--- src/rtl/frame_pos_pkg.sv ---
package frame_pos_pkg;
  localparam int RATE_W   = 4;
  localparam int WORD_W   = 7;
  localparam int BF_COUNT = 256;
  localparam int HF_COUNT = 150;
  localparam int RF_W     = 12;
  localparam int BF_W     = $clog2(BF_COUNT);
  localparam int HF_W     = $clog2(HF_COUNT);

  // last word index of a basic frame for each rate code
  function automatic logic [WORD_W-1:0] last_word(input logic [RATE_W-1:0] code);
    logic [WORD_W-1:0] r;
    case (code)
      4'd0:    r = WORD_W'(3);
      4'd1:    r = WORD_W'(7);
      4'd2:    r = WORD_W'(15);
      4'd3:    r = WORD_W'(19);
      4'd4:    r = WORD_W'(31);
      4'd5:    r = WORD_W'(39);
      4'd6:    r = WORD_W'(63);
      4'd7:    r = WORD_W'(63);
      4'd8:    r = WORD_W'(79);
      default: r = WORD_W'(3);
    endcase
    return r;
  endfunction
endpackage

--- src/rtl/sync_rise_det.sv ---
module sync_rise_det (
  input  logic clk_i,
  input  logic rst_ni,
  input  logic sync_i,
  output logic rise_o
);
  logic sync_q;

  always_ff @(posedge clk_i or negedge rst_ni) begin
    if (!rst_ni) sync_q <= 1'b0;
    else         sync_q <= sync_i;
  end

  assign rise_o = sync_i & ~sync_q;
endmodule

--- src/rtl/word_counter.sv ---
module word_counter
  import frame_pos_pkg::*;
(
  input  logic              clk_i,
  input  logic              rst_ni,
  input  logic              clr_i,
  input  logic [RATE_W-1:0] rate_sel_i,
  output logic [WORD_W-1:0] word_o,
  output logic              wrap_o
);
  logic [WORD_W-1:0] word_q;
  logic [RATE_W-1:0] rate_q;
  logic              at_last;

  assign at_last = (word_q == last_word(rate_q));

  // rate is sampled only at a frame boundary or on resync
  always_ff @(posedge clk_i or negedge rst_ni) begin
    if (!rst_ni) begin
      word_q <= '0;
      rate_q <= '0;
    end else if (clr_i || at_last) begin
      word_q <= '0;
      rate_q <= rate_sel_i;
    end else begin
      word_q <= word_q + WORD_W'(1);
    end
  end

  assign word_o = word_q;
  assign wrap_o = at_last & ~clr_i;
endmodule

--- src/rtl/wrap_counter.sv ---
module wrap_counter #(
  parameter int WIDTH = 8,
  parameter int COUNT = 256
) (
  input  logic             clk_i,
  input  logic             rst_ni,
  input  logic             clr_i,
  input  logic [WIDTH-1:0] load_val_i,
  input  logic             inc_i,
  output logic [WIDTH-1:0] cnt_o,
  output logic             wrap_o
);
  localparam logic [WIDTH-1:0] LAST = WIDTH'(COUNT - 1);

  logic [WIDTH-1:0] cnt_q;

  always_ff @(posedge clk_i or negedge rst_ni) begin
    if (!rst_ni)      cnt_q <= '0;
    else if (clr_i)   cnt_q <= load_val_i;
    else if (inc_i)   cnt_q <= (cnt_q == LAST) ? '0 : cnt_q + WIDTH'(1);
  end

  assign cnt_o  = cnt_q;
  assign wrap_o = inc_i & (cnt_q == LAST);
endmodule

--- src/rtl/frame_pos_counter.sv ---
module frame_pos_counter
  import frame_pos_pkg::*;
(
  input  logic              clk_i,
  input  logic              rst_ni,
  input  logic [RATE_W-1:0] rate_sel_i,
  input  logic              sync_i,
  input  logic [RF_W-1:0]   reload_i,
  output logic [WORD_W-1:0] word_idx_o,
  output logic [BF_W-1:0]   bf_idx_o,
  output logic [HF_W-1:0]   hf_idx_o,
  output logic [RF_W-1:0]   rf_num_o,
  output logic              hf_pulse_o,
  output logic              rf_pulse_o
);
  logic resync;
  logic word_wrap, bf_wrap, hf_wrap, rf_wrap;

  sync_rise_det u_sync (
    .clk_i  (clk_i),
    .rst_ni (rst_ni),
    .sync_i (sync_i),
    .rise_o (resync)
  );

  word_counter u_word (
    .clk_i      (clk_i),
    .rst_ni     (rst_ni),
    .clr_i      (resync),
    .rate_sel_i (rate_sel_i),
    .word_o     (word_idx_o),
    .wrap_o     (word_wrap)
  );

  wrap_counter #(.WIDTH(BF_W), .COUNT(BF_COUNT)) u_bf (
    .clk_i      (clk_i),
    .rst_ni     (rst_ni),
    .clr_i      (resync),
    .load_val_i ('0),
    .inc_i      (word_wrap),
    .cnt_o      (bf_idx_o),
    .wrap_o     (bf_wrap)
  );

  wrap_counter #(.WIDTH(HF_W), .COUNT(HF_COUNT)) u_hf (
    .clk_i      (clk_i),
    .rst_ni     (rst_ni),
    .clr_i      (resync),
    .load_val_i ('0),
    .inc_i      (bf_wrap),
    .cnt_o      (hf_idx_o),
    .wrap_o     (hf_wrap)
  );

  wrap_counter #(.WIDTH(RF_W), .COUNT(1 << RF_W)) u_rf (
    .clk_i      (clk_i),
    .rst_ni     (rst_ni),
    .clr_i      (resync),
    .load_val_i (reload_i),
    .inc_i      (hf_wrap),
    .cnt_o      (rf_num_o),
    .wrap_o     (rf_wrap)
  );

  logic unused_rf_wrap;
  assign unused_rf_wrap = rf_wrap;

  assign hf_pulse_o = (word_idx_o == '0) && (bf_idx_o == '0);
  assign rf_pulse_o = hf_pulse_o && (hf_idx_o == '0);
endmodule

--- config.mk ---
export PLATFORM = sky130hd
export DESIGN_NAME = frame_pos_counter
export DESIGN_NICKNAME = d
export VERILOG_FILES = /design/src/rtl/frame_pos_pkg.sv /design/src/rtl/sync_rise_det.sv /design/src/rtl/word_counter.sv /design/src/rtl/wrap_counter.sv /design/src/rtl/frame_pos_counter.sv
export SDC_FILE = /design/constraint.sdc
export NUM_CORES = 1
export LEC_CHECK = 0
export ABC_CLOCK_PERIOD_IN_PS = 4100
export BUFFER_PORTS_ARGS = -buffer_cell sky130_fd_sc_hd__buf_2
export CAP_MARGIN = 20
export CORE_ASPECT_RATIO = 2
export CORE_UTILIZATION = 28
export CTS_CLUSTER_DIAMETER = 100
export DETAILED_ROUTE_END_ITERATION = 8
export GPL_TIMING_DRIVEN = 0
export PLACE_DENSITY_LB_ADDON = 0.15
export SLEW_MARGIN = 5
export SYNTH_ARGS = -nofsm -noshare
export SYNTH_HDL_FRONTEND = slang
export SYNTH_HIERARCHICAL = 1
export SYNTH_SLANG_ARGS = --single-unit
export TNS_END_PERCENT = 30
--- constraint.sdc ---
create_clock -name clk_i -period 4.1 [get_ports clk_i]
set_clock_uncertainty 0.05 [all_clocks]
set_input_delay 0.41 -clock clk_i [delete_from_list [all_inputs] [get_ports clk_i]]
set_output_delay 0.41 -clock clk_i [all_outputs]
set_load 0.1 [all_outputs]
==> impl_metrics.xml, run 1 <==
<?xml version="1.0" encoding="UTF-8"?>
<metrics>
  <group name="placed_design">
    <metric name="post-place-ws" unit="ps">848.4</metric>
    <metric name="hpwlAfterDp" unit="um">5152</metric>
    <metric name="routability_congestion_estimate_from_global_placement" unit="">0.7730</metric>
    <metric name="buffer_ports.inserted" unit="">55</metric>
    <metric name="placedInstanceArea" unit="um^2">3018</metric>
  </group>
  <group name="final_layout">
    <metric name="post-route-cell-area" unit="um^2">3191</metric>
    <metric name="final.fill_count" unit="">949</metric>
    <metric name="seq_area" unit="um^2">1001</metric>
    <metric name="flow.area_growth_from_synthesis" unit="%">24.69</metric>
    <metric name="post_route_cells_drive_above_1_share" unit="%">25.99</metric>
    <metric name="most_common_library_cell_in_the_layout_ignoring_fill_and_taps" unit="">sky130_fd_sc_hd__buf_2</metric>
    <metric name="nets" unit="">382</metric>
    <metric name="multiInputGateArea" unit="um^2">1478</metric>
    <metric name="highest_count_cells_in_the_layout_ignoring_fill_and_taps" unit="">sky130_fd_sc_hd__buf_2, sky130_fd_sc_hd__dfrtp_1, sky130_fd_sc_hd__nand2_1, sky130_fd_sc_hd__nor2_1, sky130_fd_sc_hd__o21ai_0</metric>
    <metric name="ant_diodes" unit="">0</metric>
  </group>
  <group name="sta">
    <metric name="finalCritPeriodShare" unit="%">79.67</metric>
    <metric name="min_period" unit="ps">3266</metric>
    <metric name="setup_viol_count_final" unit="">0</metric>
    <metric name="setup_slack" unit="ps">833.7</metric>
    <metric name="timing.setup.tns" unit="ps">0</metric>
    <metric name="grt_setup_unrepaired" unit="">false</metric>
    <metric name="fin_worst_hold_slack" unit="ps">-0.1482</metric>
    <metric name="max_slew.worst_pin.slew" unit="ps">561.1</metric>
    <metric name="maxSlewViolCount" unit="">0</metric>
    <metric name="max_freq" unit="MHz">306.2</metric>
    <metric name="slew_headroom" unit="%">62.51</metric>
    <metric name="timing_hold_violations_final" unit="">1</metric>
  </group>
  <group name="global_route">
    <metric name="first_global_vias" unit="">2221</metric>
    <metric name="grt_start_max_net_pins" unit="">41</metric>
    <metric name="grt_overflow" unit="">0</metric>
    <metric name="globalRouteTotalUtil" unit="%">15.02</metric>
    <metric name="grt_first_pass_wirelength" unit="um">10960</metric>
    <metric name="grt_antenna_before_repair" unit="">0</metric>
  </group>
  <group name="clocking">
    <metric name="cts_resized" unit="">0</metric>
    <metric name="cts_made_buffers" unit="">5</metric>
    <metric name="postCtsSetupRepairBufs" unit="">0</metric>
    <metric name="tritoncts" unit="">done</metric>
    <metric name="clk-insertion-delay-late" unit="ps">290</metric>
    <metric name="cts.reportedPaths.clkPinSlew" unit="ps">60</metric>
    <metric name="clock_tree.buffer_depth" unit="">2</metric>
    <metric name="cts_num_sinks" unit="">40</metric>
    <metric name="htree_num_levels" unit="">2</metric>
    <metric name="cts.root.buffer_cell" unit="">sky130_fd_sc_hd__clkbuf_16</metric>
    <metric name="cts_hold_buffers" unit="">0</metric>
  </group>
  <group name="setup_path">
    <metric name="startpoint_class" unit="">flop</metric>
    <metric name="startpoint" unit="">u_word/rate_q[0]</metric>
    <metric name="cp_cell_sequence" unit="">inv_1, ha_1, nor3_1, a21oi_1, xnor2_1, nand2_1, nor4_1, buf_4, nand2_1, nor2_1, buf_2, and2_2, clkbuf_8, inv_1, or3_1, a32oi_1</metric>
    <metric name="peak_fanout_along_the_critical_path" unit="">10</metric>
    <metric name="cp_data_required_time" unit="ps">4250</metric>
    <metric name="critical_path_arrival" unit="ps">3420</metric>
    <metric name="critPathSlowestCell" unit="">sky130_fd_sc_hd__dfrtp_1</metric>
    <metric name="timing.reg2reg.worst_path_depth" unit="">16</metric>
    <metric name="crit_path_end_kind" unit="">flop</metric>
    <metric name="timing_worst_setup_path_type" unit="">flop to flop</metric>
    <metric name="crit_path_max_incr_delay" unit="ps">400</metric>
    <metric name="regToRegStartpoint" unit="">u_word/rate_q[0]</metric>
  </group>
  <group name="floorplanning">
    <metric name="die-area" unit="um^2">9548</metric>
    <metric name="core_outline_area" unit="um^2">8951</metric>
    <metric name="die_h" unit="um">137.2</metric>
    <metric name="io_pins" unit="">56</metric>
    <metric name="core.rowCount" unit="">49</metric>
    <metric name="floorplan.initialDensity" unit="%">28.59</metric>
    <metric name="die_w" unit="um">69.60</metric>
  </group>
  <group name="drt">
    <metric name="wl_per_cell" unit="um">15.16</metric>
    <metric name="avgViaCountPerCell" unit="">4.987</metric>
    <metric name="drt_iter0_markers" unit="">44</metric>
    <metric name="drt_wl_total" unit="um">6912</metric>
    <metric name="postRouteAntennaNets" unit="">0</metric>
    <metric name="post-route-drc-count" unit="">0</metric>
    <metric name="vias" unit="">2274</metric>
    <metric name="drt_first_pass_iters" unit="">4</metric>
  </group>
  <group name="run">
    <metric name="max-cap-violations" unit="">0</metric>
  </group>
  <group name="hold_path">
    <metric name="hold_class" unit="">input port to asynchronous set/reset pin</metric>
  </group>
  <group name="pwr">
    <metric name="peakVddDrop" unit="mV">0.5238</metric>
    <metric name="p_total" unit="mW">1.831</metric>
    <metric name="power-per-cell-area" unit="nW/um^2">573.9</metric>
    <metric name="leakagePower" unit="nW">1.411</metric>
  </group>
  <group name="logic_synthesis">
    <metric name="synthesis.instances" unit="">276</metric>
    <metric name="synthesis.yosys.warnings" unit="">6</metric>
    <metric name="synthesis.area" unit="um^2">2559</metric>
    <metric name="postSynthAreaPerCell" unit="um^2">9.271</metric>
  </group>
  <group name="status">
    <metric name="run_status" unit="">complete, but fails checks</metric>
    <metric name="failing_checks" unit="">negative hold slack</metric>
  </group>
</metrics>
[path summary, 6_finish.rpt]
| check | end | slack, ps |
|---|---|---|
| max reg2reg | u_rf/cnt_o[11] | 830 |
| min | u_rf/cnt_o[8] | -0.1 |
| min in group clk_i | u_sync/sync_q | 200 |
| min reg2reg | u_word/word_o[0] | 450 |
| max in group asynchronous | u_hf/cnt_o[6] | 3510 |
| max | u_rf/cnt_o[11] | 830 |
[flip-flops by register name, summed over array words and instances, names as in the netlist]
name           flops
u_hf/cnt_o         8
u_rf/cnt_o        12
u_word/rate_q      4
u_bf/cnt_o         8
u_word/word_o      7
u_sync/sync_q      1
[stage by stage]
step	cells	utilization [%]
3_5_place_dp	448	33.72
3_3_place_gp	448	33.72
2_1_floorplan	291	-
6_report	456	35.64
5_1_grt	456	35.64
4_1_cts	455	35.42
[area by class of cell]
cell class | instances | share of cell area (%)
timing repair buffer | 56 | 9.255
tap | 102 | 4.000
multi-input combinational | 226 | 46.31
sequential | 40 | 31.37
buffer | 12 | 2.745
clock buffer | 7 | 4.784
inverter | 13 | 1.529
[critical path: cells and delay by family (launching register included)]
family / cells / cell delay (ps)
XOR/XNOR: 1 / 150
buffers and inverters: 5 / 810
adder cells (fa/ha/maj): 1 / 300
AND/OR/NAND/NOR: 7 / 1200
flip-flops: 1 / 400
AO/OA/AOI/OAI: 2 / 260
[metal layers]
metal  part of all wire, %  GRT usage [%]
met5                     0              0
met4                   1.9          7.483
met3                   3.8          2.707
met2                    58          30.42
met1                    37          13.92
[power by group]
group	internal [mW]	switching, mW
combinational	0.210	0.628
clock	0.256	0.159
sequential	0.466	0.113
Note: power is estimated with default switching activity, not from simulation.
==> inputs of run 2 (changes only) <==
- ABC_AREA: not set -> 1
- ABC_CLOCK_PERIOD_IN_PS: 4100 -> 3000
- clock period: 4.1 -> 3 ns (I/O delays scaled with it)
==> run 2 against run 1 <==
Compared with the run above: the run now ends clean; sequential power grew 42%; combinational power grew 60%; core utilization grew 1.2 points; global-route usage grew 0.72 points; critical endpoint is now u_rf/cnt_o[4]; largest cell class unchanged; largest power group unchanged; highest routed layer unchanged.
==> impl_metrics.xml, run 2 <==
<?xml version="1.0" encoding="UTF-8"?>
<metrics>
  <group name="logic_synthesis">
    <metric name="synthesis.instances" unit="">382</metric>
    <metric name="synthesis.area" unit="um^2">2736</metric>
    <metric name="synthesis.yosys.warnings" unit="">6</metric>
    <metric name="postSynthAreaPerCell" unit="um^2">7.163</metric>
  </group>
  <group name="drt">
    <metric name="drt_iter0_markers" unit="">96</metric>
    <metric name="drt_first_pass_iters" unit="">4</metric>
    <metric name="vias" unit="">2700</metric>
    <metric name="wl_per_cell" unit="um">12.79</metric>
    <metric name="avgViaCountPerCell" unit="">4.523</metric>
    <metric name="drt_wl_total" unit="um">7635</metric>
    <metric name="post-route-drc-count" unit="">0</metric>
    <metric name="postRouteAntennaNets" unit="">0</metric>
  </group>
  <group name="floorplanning">
    <metric name="core.rowCount" unit="">50</metric>
    <metric name="floorplan.initialDensity" unit="%">28.97</metric>
    <metric name="io_pins" unit="">56</metric>
    <metric name="die_w" unit="um">71.90</metric>
    <metric name="die_h" unit="um">141.8</metric>
    <metric name="core_outline_area" unit="um^2">9447</metric>
    <metric name="die-area" unit="um^2">10200</metric>
  </group>
  <group name="clocking">
    <metric name="clock_tree.buffer_depth" unit="">2</metric>
    <metric name="cts.reportedPaths.clkPinSlew" unit="ps">60</metric>
    <metric name="cts_num_sinks" unit="">40</metric>
    <metric name="clk-insertion-delay-late" unit="ps">280</metric>
    <metric name="cts.root.buffer_cell" unit="">sky130_fd_sc_hd__clkbuf_16</metric>
    <metric name="htree_num_levels" unit="">2</metric>
    <metric name="cts_made_buffers" unit="">5</metric>
    <metric name="tritoncts" unit="">done</metric>
  </group>
  <group name="setup_path">
    <metric name="timing_worst_setup_path_type" unit="">flop to flop</metric>
    <metric name="critical_path_arrival" unit="ps">2830</metric>
    <metric name="crit_path_max_incr_delay" unit="ps">430</metric>
    <metric name="critPathSlowestCell" unit="">sky130_fd_sc_hd__dfrtp_1</metric>
    <metric name="cp_cell_sequence" unit="">inv_2, ha_1, nor2_1, nand2_1, nand2_2, nor2_1, nor2_2, nand3_4, nor2_4, and3_4, inv_1, nor2_1, inv_1, nand2_2, inv_2, a22oi_1, o21ai_0</metric>
    <metric name="most_frequent_cell_on_the_critical_path" unit="">sky130_fd_sc_hd__nor2_1</metric>
    <metric name="startpoint_class" unit="">flop</metric>
    <metric name="crit_path_end_kind" unit="">flop</metric>
    <metric name="cp_data_required_time" unit="ps">3100</metric>
    <metric name="peak_fanout_along_the_critical_path" unit="">9</metric>
  </group>
  <group name="placed_design">
    <metric name="routability_congestion_estimate_from_global_placement" unit="">0.7825</metric>
    <metric name="buffer_ports.inserted" unit="">55</metric>
    <metric name="hpwlAfterDp" unit="um">5699</metric>
    <metric name="place.detailed.instances" unit="">582</metric>
    <metric name="post-place-ws" unit="ps">-232.0</metric>
  </group>
  <group name="sta">
    <metric name="min_period" unit="ps">2727</metric>
    <metric name="setup_slack" unit="ps">273.5</metric>
    <metric name="grt_setup_unrepaired" unit="">false</metric>
    <metric name="max_slew.worst_pin.slew" unit="ps">527.7</metric>
    <metric name="finalCritPeriodShare" unit="%">90.88</metric>
    <metric name="slew_headroom" unit="%">64.82</metric>
    <metric name="timing.setup.tns" unit="ps">0</metric>
    <metric name="maxSlewViolCount" unit="">0</metric>
    <metric name="fin_worst_hold_slack" unit="ps">81.16</metric>
    <metric name="max_freq" unit="MHz">366.8</metric>
    <metric name="setup_viol_count_final" unit="">0</metric>
    <metric name="timing_hold_violations_final" unit="">0</metric>
  </group>
  <group name="global_route">
    <metric name="grt_start_max_net_pins" unit="">41</metric>
    <metric name="groute.layer.met1.usage" unit="%">16.16</metric>
    <metric name="grt_overflow" unit="">0</metric>
    <metric name="grtUsageMet3" unit="%">1.989</metric>
    <metric name="first_global_vias" unit="">2615</metric>
    <metric name="grt_most_used_layer" unit="">met2</metric>
    <metric name="globalRouteTotalUtil" unit="%">15.73</metric>
    <metric name="grt_first_pass_wirelength" unit="um">12320</metric>
    <metric name="grt_antenna_before_repair" unit="">0</metric>
    <metric name="grt_util_met2" unit="%">30.49</metric>
  </group>
  <group name="run">
    <metric name="max-cap-violations" unit="">0</metric>
  </group>
  <group name="final_layout">
    <metric name="largest_register_ffs" unit="">12</metric>
    <metric name="ant_diodes" unit="">0</metric>
    <metric name="final.fill_count" unit="">1004</metric>
    <metric name="highest_count_cells_in_the_layout_ignoring_fill_and_taps" unit="">sky130_fd_sc_hd__nand2_1, sky130_fd_sc_hd__buf_2, sky130_fd_sc_hd__inv_1, sky130_fd_sc_hd__dfrtp_1, sky130_fd_sc_hd__nor2_1</metric>
    <metric name="post_route_cells_drive_above_1_share" unit="%">24.20</metric>
    <metric name="nets" unit="">495</metric>
    <metric name="flow.area_growth_from_synthesis" unit="%">27.07</metric>
    <metric name="most_common_library_cell_in_the_layout_ignoring_fill_and_taps" unit="">sky130_fd_sc_hd__nand2_1</metric>
    <metric name="fin_cells" unit="">597</metric>
  </group>
  <group name="pwr">
    <metric name="leakagePower" unit="nW">1.793</metric>
    <metric name="peakVddDrop" unit="mV">0.5142</metric>
    <metric name="p_total" unit="mW">2.727</metric>
    <metric name="power-per-cell-area" unit="nW/um^2">784.4</metric>
  </group>
  <group name="status">
    <metric name="run_status" unit="">complete, no violations</metric>
  </group>
  <group name="hold_path">
    <metric name="hold_class" unit="">input port to flop</metric>
  </group>
</metrics>
run 2: changes by cell type in the layout (fill, tap and decap cells not counted), moves of 11 or more:
| cell | before | now |
|---|---|---|
| sky130_fd_sc_hd__nand2_1 | 27 | 117 |
| sky130_fd_sc_hd__inv_1 | 13 | 42 |
| sky130_fd_sc_hd__a22oi_1 | 1 | 21 |
| sky130_fd_sc_hd__nor2_1 | 19 | 36 |
| sky130_fd_sc_hd__nand3_1 | 15 | 30 |
| sky130_fd_sc_hd__nor2_2 | 0 | 11 |
run 2: path summary, 6_finish.rpt:
path | from | to | slack (ps) | cells after the start
max reg2reg | u_word/rate_q[0] | u_rf/cnt_o[4] | 270 | 17
min reg2reg | u_word/word_o[0] | u_word/word_o[0] | 430 | 1
max | u_word/rate_q[0] | u_rf/cnt_o[4] | 270 | 17
min in group asynchronous | rst_ni | u_word/word_o[6] | 450 | 2
max in group asynchronous | rst_ni | u_rf/cnt_o[3] | 1960 | 3
min | sync_i | u_sync/sync_q | 80 | 1
run 2: repair_timing:
item	CTS	global route
setup endpoints to repair	12	11
buffers inserted	0	6
hold buffers	0	1
endpoints found under the hold margin	0	16
gates resized for setup	4	4
pin swaps	0	2
run 2: cell type report:
class / instances / area, um^2 / share of cell area (%)
clock buffers: 7 / 152.6 / 4.390
plain buffers: 4 / 18.77 / 0.5398
flip-flops and latches: 40 / 1005 / 28.90
well taps: 130 / 162.7 / 4.678
inverters: 47 / 176.4 / 5.074
multi-input cells: 306 / 1612 / 46.35
repair buffers: 63 / 350.3 / 10.08
run 2: power breakdown:
group | switching, mW | internal, mW | total (mW)
logic | 1.04 | 0.299 | 1.34
clock network | 0.217 | 0.349 | 0.567
registers | 0.175 | 0.647 | 0.823
total | 1.43 | 1.30 | 2.73
run 2: critical path, delay by kind of cell (launching register included):
family | cells | cell delay [ps]
simple gates | 10 | 1170
fa+ha+maj | 1 | 290
buf+inv | 4 | 330
flops | 1 | 430
compound gates | 2 | 320
run 2: metrics by stage:
stage / utilization (%) / cell area, um^2
3_5_place_dp: 34.24 / 3234
6_report: 36.81 / 3477
4_1_cts: 35.97 / 3398
5_1_grt: 36.81 / 3477
2_1_floorplan: - / 2796
3_3_place_gp: 34.24 / 3234
run 2: routing by layer:
| metal | vias up | routed length [um] | part of all wire, % |
|---|---|---|---|
| li1 | 1387 | - | - |
| met1 | 1260 | 3015 | 39 |
| met2 | 45 | 4310 | 56 |
| met3 | 8 | 164 | 2.1 |
| met4 | 0 | 144 | 1.9 |
| met5 | - | 0 | 0 |
==> inputs of run 3 (changes only) <==
- SYNTH_HIERARCHICAL: 1 -> not set
==> run 3 against run 2 <==
Compared with the run above: total power fell by 0.83%; core utilization fell by 1.7 points; via count fell by 8.2%; register-to-register slack better by 500 ps; final area fell by 9.5%; maximum frequency up 0.23%; combinational power hardly changed; critical path depth shrank 9; sequential cell count did not move; clock-buffer cell count down 1; critical path type is now flop to output port; largest power group unchanged.
==> impl_metrics.xml, run 3 <==
<?xml version="1.0" encoding="UTF-8"?>
<metrics>
  <group name="sta">
    <metric name="setup_viol_count_final" unit="">0</metric>
    <metric name="fin_worst_hold_slack" unit="ps">79.60</metric>
    <metric name="timing_hold_violations_final" unit="">0</metric>
    <metric name="grt_setup_unrepaired" unit="">false</metric>
    <metric name="max_slew.worst_pin.slew" unit="ps">977.9</metric>
    <metric name="max_freq" unit="MHz">367.6</metric>
    <metric name="maxSlewViolCount" unit="">0</metric>
    <metric name="slew_headroom" unit="%">34.81</metric>
    <metric name="finalCritPeriodShare" unit="%">90.67</metric>
    <metric name="min_period" unit="ps">2720</metric>
  </group>
  <group name="pwr">
    <metric name="power.share.combinational" unit="%">50.4</metric>
    <metric name="leakagePower" unit="nW">1.583</metric>
    <metric name="total_switching_power" unit="mW">1.444</metric>
    <metric name="p_sw_share" unit="%">53.38</metric>
    <metric name="peakVddDrop" unit="mV">0.3628</metric>
    <metric name="power.clock.fraction" unit="%">20.7</metric>
    <metric name="power-per-cell-area" unit="nW/um^2">859.9</metric>
    <metric name="internal_power" unit="mW">1.261</metric>
    <metric name="seq_power_share" unit="%">28.8</metric>
  </group>
  <group name="drt">
    <metric name="post-route-drc-count" unit="">0</metric>
    <metric name="wl_per_cell" unit="um">14.87</metric>
    <metric name="postRouteAntennaNets" unit="">0</metric>
    <metric name="drt_first_pass_iters" unit="">4</metric>
    <metric name="drt_iter0_markers" unit="">83</metric>
    <metric name="avgViaCountPerCell" unit="">4.907</metric>
    <metric name="vias" unit="">2478</metric>
    <metric name="drt_wl_total" unit="um">7507</metric>
  </group>
  <group name="setup_path">
    <metric name="critical_path_arrival" unit="ps">2370</metric>
    <metric name="r2r_slack" unit="ps">770</metric>
    <metric name="timing_worst_setup_path_type" unit="">flop to output port</metric>
    <metric name="regToRegStartpoint" unit="">u_hf.cnt_o[1]</metric>
    <metric name="timing.reg2reg.worst_path_depth" unit="">9</metric>
    <metric name="crit_path_end_kind" unit="">output port</metric>
    <metric name="crit_path_max_incr_delay" unit="ps">490</metric>
    <metric name="cp_data_required_time" unit="ps">2650</metric>
    <metric name="peak_fanout_along_the_critical_path" unit="">4</metric>
    <metric name="startpoint" unit="">u_bf.cnt_o[0]</metric>
    <metric name="startpoint_class" unit="">flop</metric>
    <metric name="cp_cell_sequence" unit="">inv_2, ha_1, nand2_1, nor3_1, nand4_1, nor4_4, nor3b_4, buf_2</metric>
    <metric name="regToRegEndpoint" unit="">u_rf.cnt_o[1]</metric>
    <metric name="critPathSlowestCell" unit="">sky130_fd_sc_hd__dfrtp_4</metric>
  </group>
  <group name="clocking">
    <metric name="cts.root.buffer_cell" unit="">sky130_fd_sc_hd__clkbuf_16</metric>
    <metric name="tritoncts" unit="">done</metric>
    <metric name="cts_made_buffers" unit="">5</metric>
    <metric name="clock_tree.buffer_depth" unit="">2</metric>
    <metric name="cts_resized" unit="">0</metric>
    <metric name="cts.reportedPaths.clkPinSlew" unit="ps">60</metric>
    <metric name="postCtsSetupRepairBufs" unit="">0</metric>
    <metric name="htree_num_levels" unit="">2</metric>
    <metric name="cts_hold_buffers" unit="">0</metric>
    <metric name="clk-insertion-delay-late" unit="ps">290</metric>
    <metric name="cts_num_sinks" unit="">40</metric>
  </group>
  <group name="logic_synthesis">
    <metric name="postSynthAreaPerCell" unit="um^2">7.518</metric>
    <metric name="synth.lib_cells_used.distinct" unit="">31</metric>
    <metric name="synth_compound_area_share" unit="%">7.783</metric>
    <metric name="yosys.area_share.adder" unit="%">5.874</metric>
    <metric name="synth_enable_flop_cells" unit="">0</metric>
    <metric name="fraction_of_synthesized_cell_area_in_xor_and_xnor_cells" unit="%">4.797</metric>
    <metric name="synth_area_leaders" unit="">sky130_fd_sc_hd__dfrtp_1, sky130_fd_sc_hd__nand2_1, sky130_fd_sc_hd__nand3_1</metric>
    <metric name="synth.largest_area_cell" unit="">sky130_fd_sc_hd__dfrtp_1</metric>
    <metric name="synthesis.instances" unit="">340</metric>
    <metric name="synth.area.mux_share" unit="%">0</metric>
    <metric name="synth_top_flop_cell" unit="">sky130_fd_sc_hd__dfrtp_1</metric>
    <metric name="synthesis.area" unit="um^2">2556</metric>
    <metric name="synth_seq_cells" unit="">40</metric>
    <metric name="synth_fp_nets" unit="">371</metric>
    <metric name="post_synth_and_or_nand_nor_area_fraction" unit="%">34.21</metric>
    <metric name="combinational_family_with_the_most_area_after_synthesis" unit="">simple AND/OR/NAND/NOR gates</metric>
    <metric name="asyncSetResetFlopFracSynth" unit="%">100.0</metric>
    <metric name="synthesis.yosys.warnings" unit="">0</metric>
    <metric name="synth.yosys.seq_area_share" unit="%">39.16</metric>
    <metric name="synth_most_common_cell" unit="">sky130_fd_sc_hd__nand2_1</metric>
    <metric name="synth_common_cells" unit="">sky130_fd_sc_hd__nand2_1, sky130_fd_sc_hd__dfrtp_1, sky130_fd_sc_hd__nand3_1, sky130_fd_sc_hd__inv_1, sky130_fd_sc_hd__nor2_1</metric>
    <metric name="synth_top_cell_area_share" unit="%">39.16</metric>
  </group>
  <group name="global_route">
    <metric name="grt_util_met2" unit="%">34.63</metric>
    <metric name="first_global_vias" unit="">2620</metric>
    <metric name="groute.layer.met1.usage" unit="%">15.65</metric>
    <metric name="grt_start_max_net_pins" unit="">41</metric>
    <metric name="grt_overflow" unit="">0</metric>
    <metric name="grt_antenna_before_repair" unit="">0</metric>
    <metric name="grt_first_pass_wirelength" unit="um">12520</metric>
    <metric name="grt_most_used_layer" unit="">met2</metric>
    <metric name="globalRouteTotalUtil" unit="%">16.98</metric>
    <metric name="grtUsageMet3" unit="%">2.651</metric>
  </group>
  <group name="placed_design">
    <metric name="routability_congestion_estimate_from_global_placement" unit="">0.8271</metric>
    <metric name="buffer_ports.inserted" unit="">55</metric>
    <metric name="place.detailed.instances" unit="">497</metric>
    <metric name="hpwlAfterDp" unit="um">5780</metric>
  </group>
  <group name="final_layout">
    <metric name="flow.area_growth_from_synthesis" unit="%">23.05</metric>
    <metric name="post_route_cells_drive_above_1_share" unit="%">22.08</metric>
    <metric name="most_common_library_cell_in_the_layout_ignoring_fill_and_taps" unit="">sky130_fd_sc_hd__nand2_1</metric>
    <metric name="largest_register_ffs" unit="">12</metric>
    <metric name="ant_diodes" unit="">0</metric>
    <metric name="highest_count_cells_in_the_layout_ignoring_fill_and_taps" unit="">sky130_fd_sc_hd__nand2_1, sky130_fd_sc_hd__buf_2, sky130_fd_sc_hd__nand3_1, sky130_fd_sc_hd__inv_1, sky130_fd_sc_hd__dfrtp_1</metric>
    <metric name="nets" unit="">433</metric>
    <metric name="fin_cells" unit="">505</metric>
  </group>
  <group name="floorplanning">
    <metric name="core.rowCount" unit="">49</metric>
    <metric name="io_pins" unit="">56</metric>
    <metric name="die_w" unit="um">69.56</metric>
    <metric name="floorplan.initialDensity" unit="%">28.56</metric>
    <metric name="core_outline_area" unit="um^2">8951</metric>
    <metric name="die_h" unit="um">137.1</metric>
    <metric name="die-area" unit="um^2">9538</metric>
  </group>
  <group name="run">
    <metric name="max-cap-violations" unit="">0</metric>
  </group>
  <group name="hold_path">
    <metric name="timing.hold.worst_endpoint" unit="">u_sync.sync_q</metric>
    <metric name="worst_min_path_start" unit="">sync_i</metric>
    <metric name="hold_path_cells" unit="">1</metric>
    <metric name="hold_class" unit="">input port to flop</metric>
  </group>
  <group name="status">
    <metric name="run_status" unit="">complete, no violations</metric>
  </group>
</metrics>
==> run 3: power by group through the flow <==
stage	logic [mW]	clock network [mW]	registers (mW)
global placement	1.36	0	0.791
global route	1.47	0.597	0.802
floorplan	0.564	0	1.33
finish	1.36	0.561	0.780
detailed placement	1.37	0	0.794
CTS	1.37	0.582	0.784
==> run 3: per-layer routing <==
metal / part of all wire, % / vias to the layer above
li1: - / 1233
met1: 36 / 1180
met2: 59 / 52
met3: 2.7 / 13
met4: 3.1 / 0
met5: 0 / -
==> run 3: how the worst max path moves through the flow <==
stage	to	slack (ps)	cells past startpoint
after floorplan	rf_pulse_o	-610	7
after global placement	rf_pulse_o	570	8
after detailed placement	rf_pulse_o	590	8
after CTS	rf_pulse_o	250	8
after global routing	rf_pulse_o	160	8
final	rf_pulse_o	280	8
==> run 3: layout make-up <==
class / instances / area [um^2]
buffer: 10 / 62.56
clock buffer: 6 / 138.9
clock inverter: 2 / 10.01
fill: 959 / 5806
inverter: 39 / 146.4
multi-input combinational: 251 / 1373
sequential: 40 / 1012
tap: 102 / 127.6
timing repair buffer: 55 / 275.3
==> run 3: cells by family (layout without fill, tap and decap cells) <==
| group | Yosys count | after routing |
|---|---|---|
| AOI/OAI and AO/OA | 34 | 34 |
| xor gates and xnor gates | 14 | 14 |
| adders and majority gates | 12 | 12 |
| buffers and inverters | 49 | 112 |
| DFF | 40 | 40 |
| and+or+nand+nor | 191 | 191 |
==> run 3: through the flow <==
step	cell area (um^2)	worst slack (ps)	total power, mW	setup TNS (ps)	utilization [%]
finish	3146	279.9	2.705	0	35.14
global route	3146	164.2	2.867	0	35.14
CTS	3146	253.9	2.741	0	35.14
detailed placement	2997	588.0	2.165	0	33.48
global placement	2997	574.0	2.153	0	33.48
floorplan	2594	-611.5	1.895	-611.5	-
==> run 3: critical path, delay by kind of cell (launching register included) <==
family | cells | cell delay [ps]
and+or+nand+nor | 5 | 920
buffers and inverters | 2 | 530
DFF | 1 | 490
adders and majority gates | 1 | 140
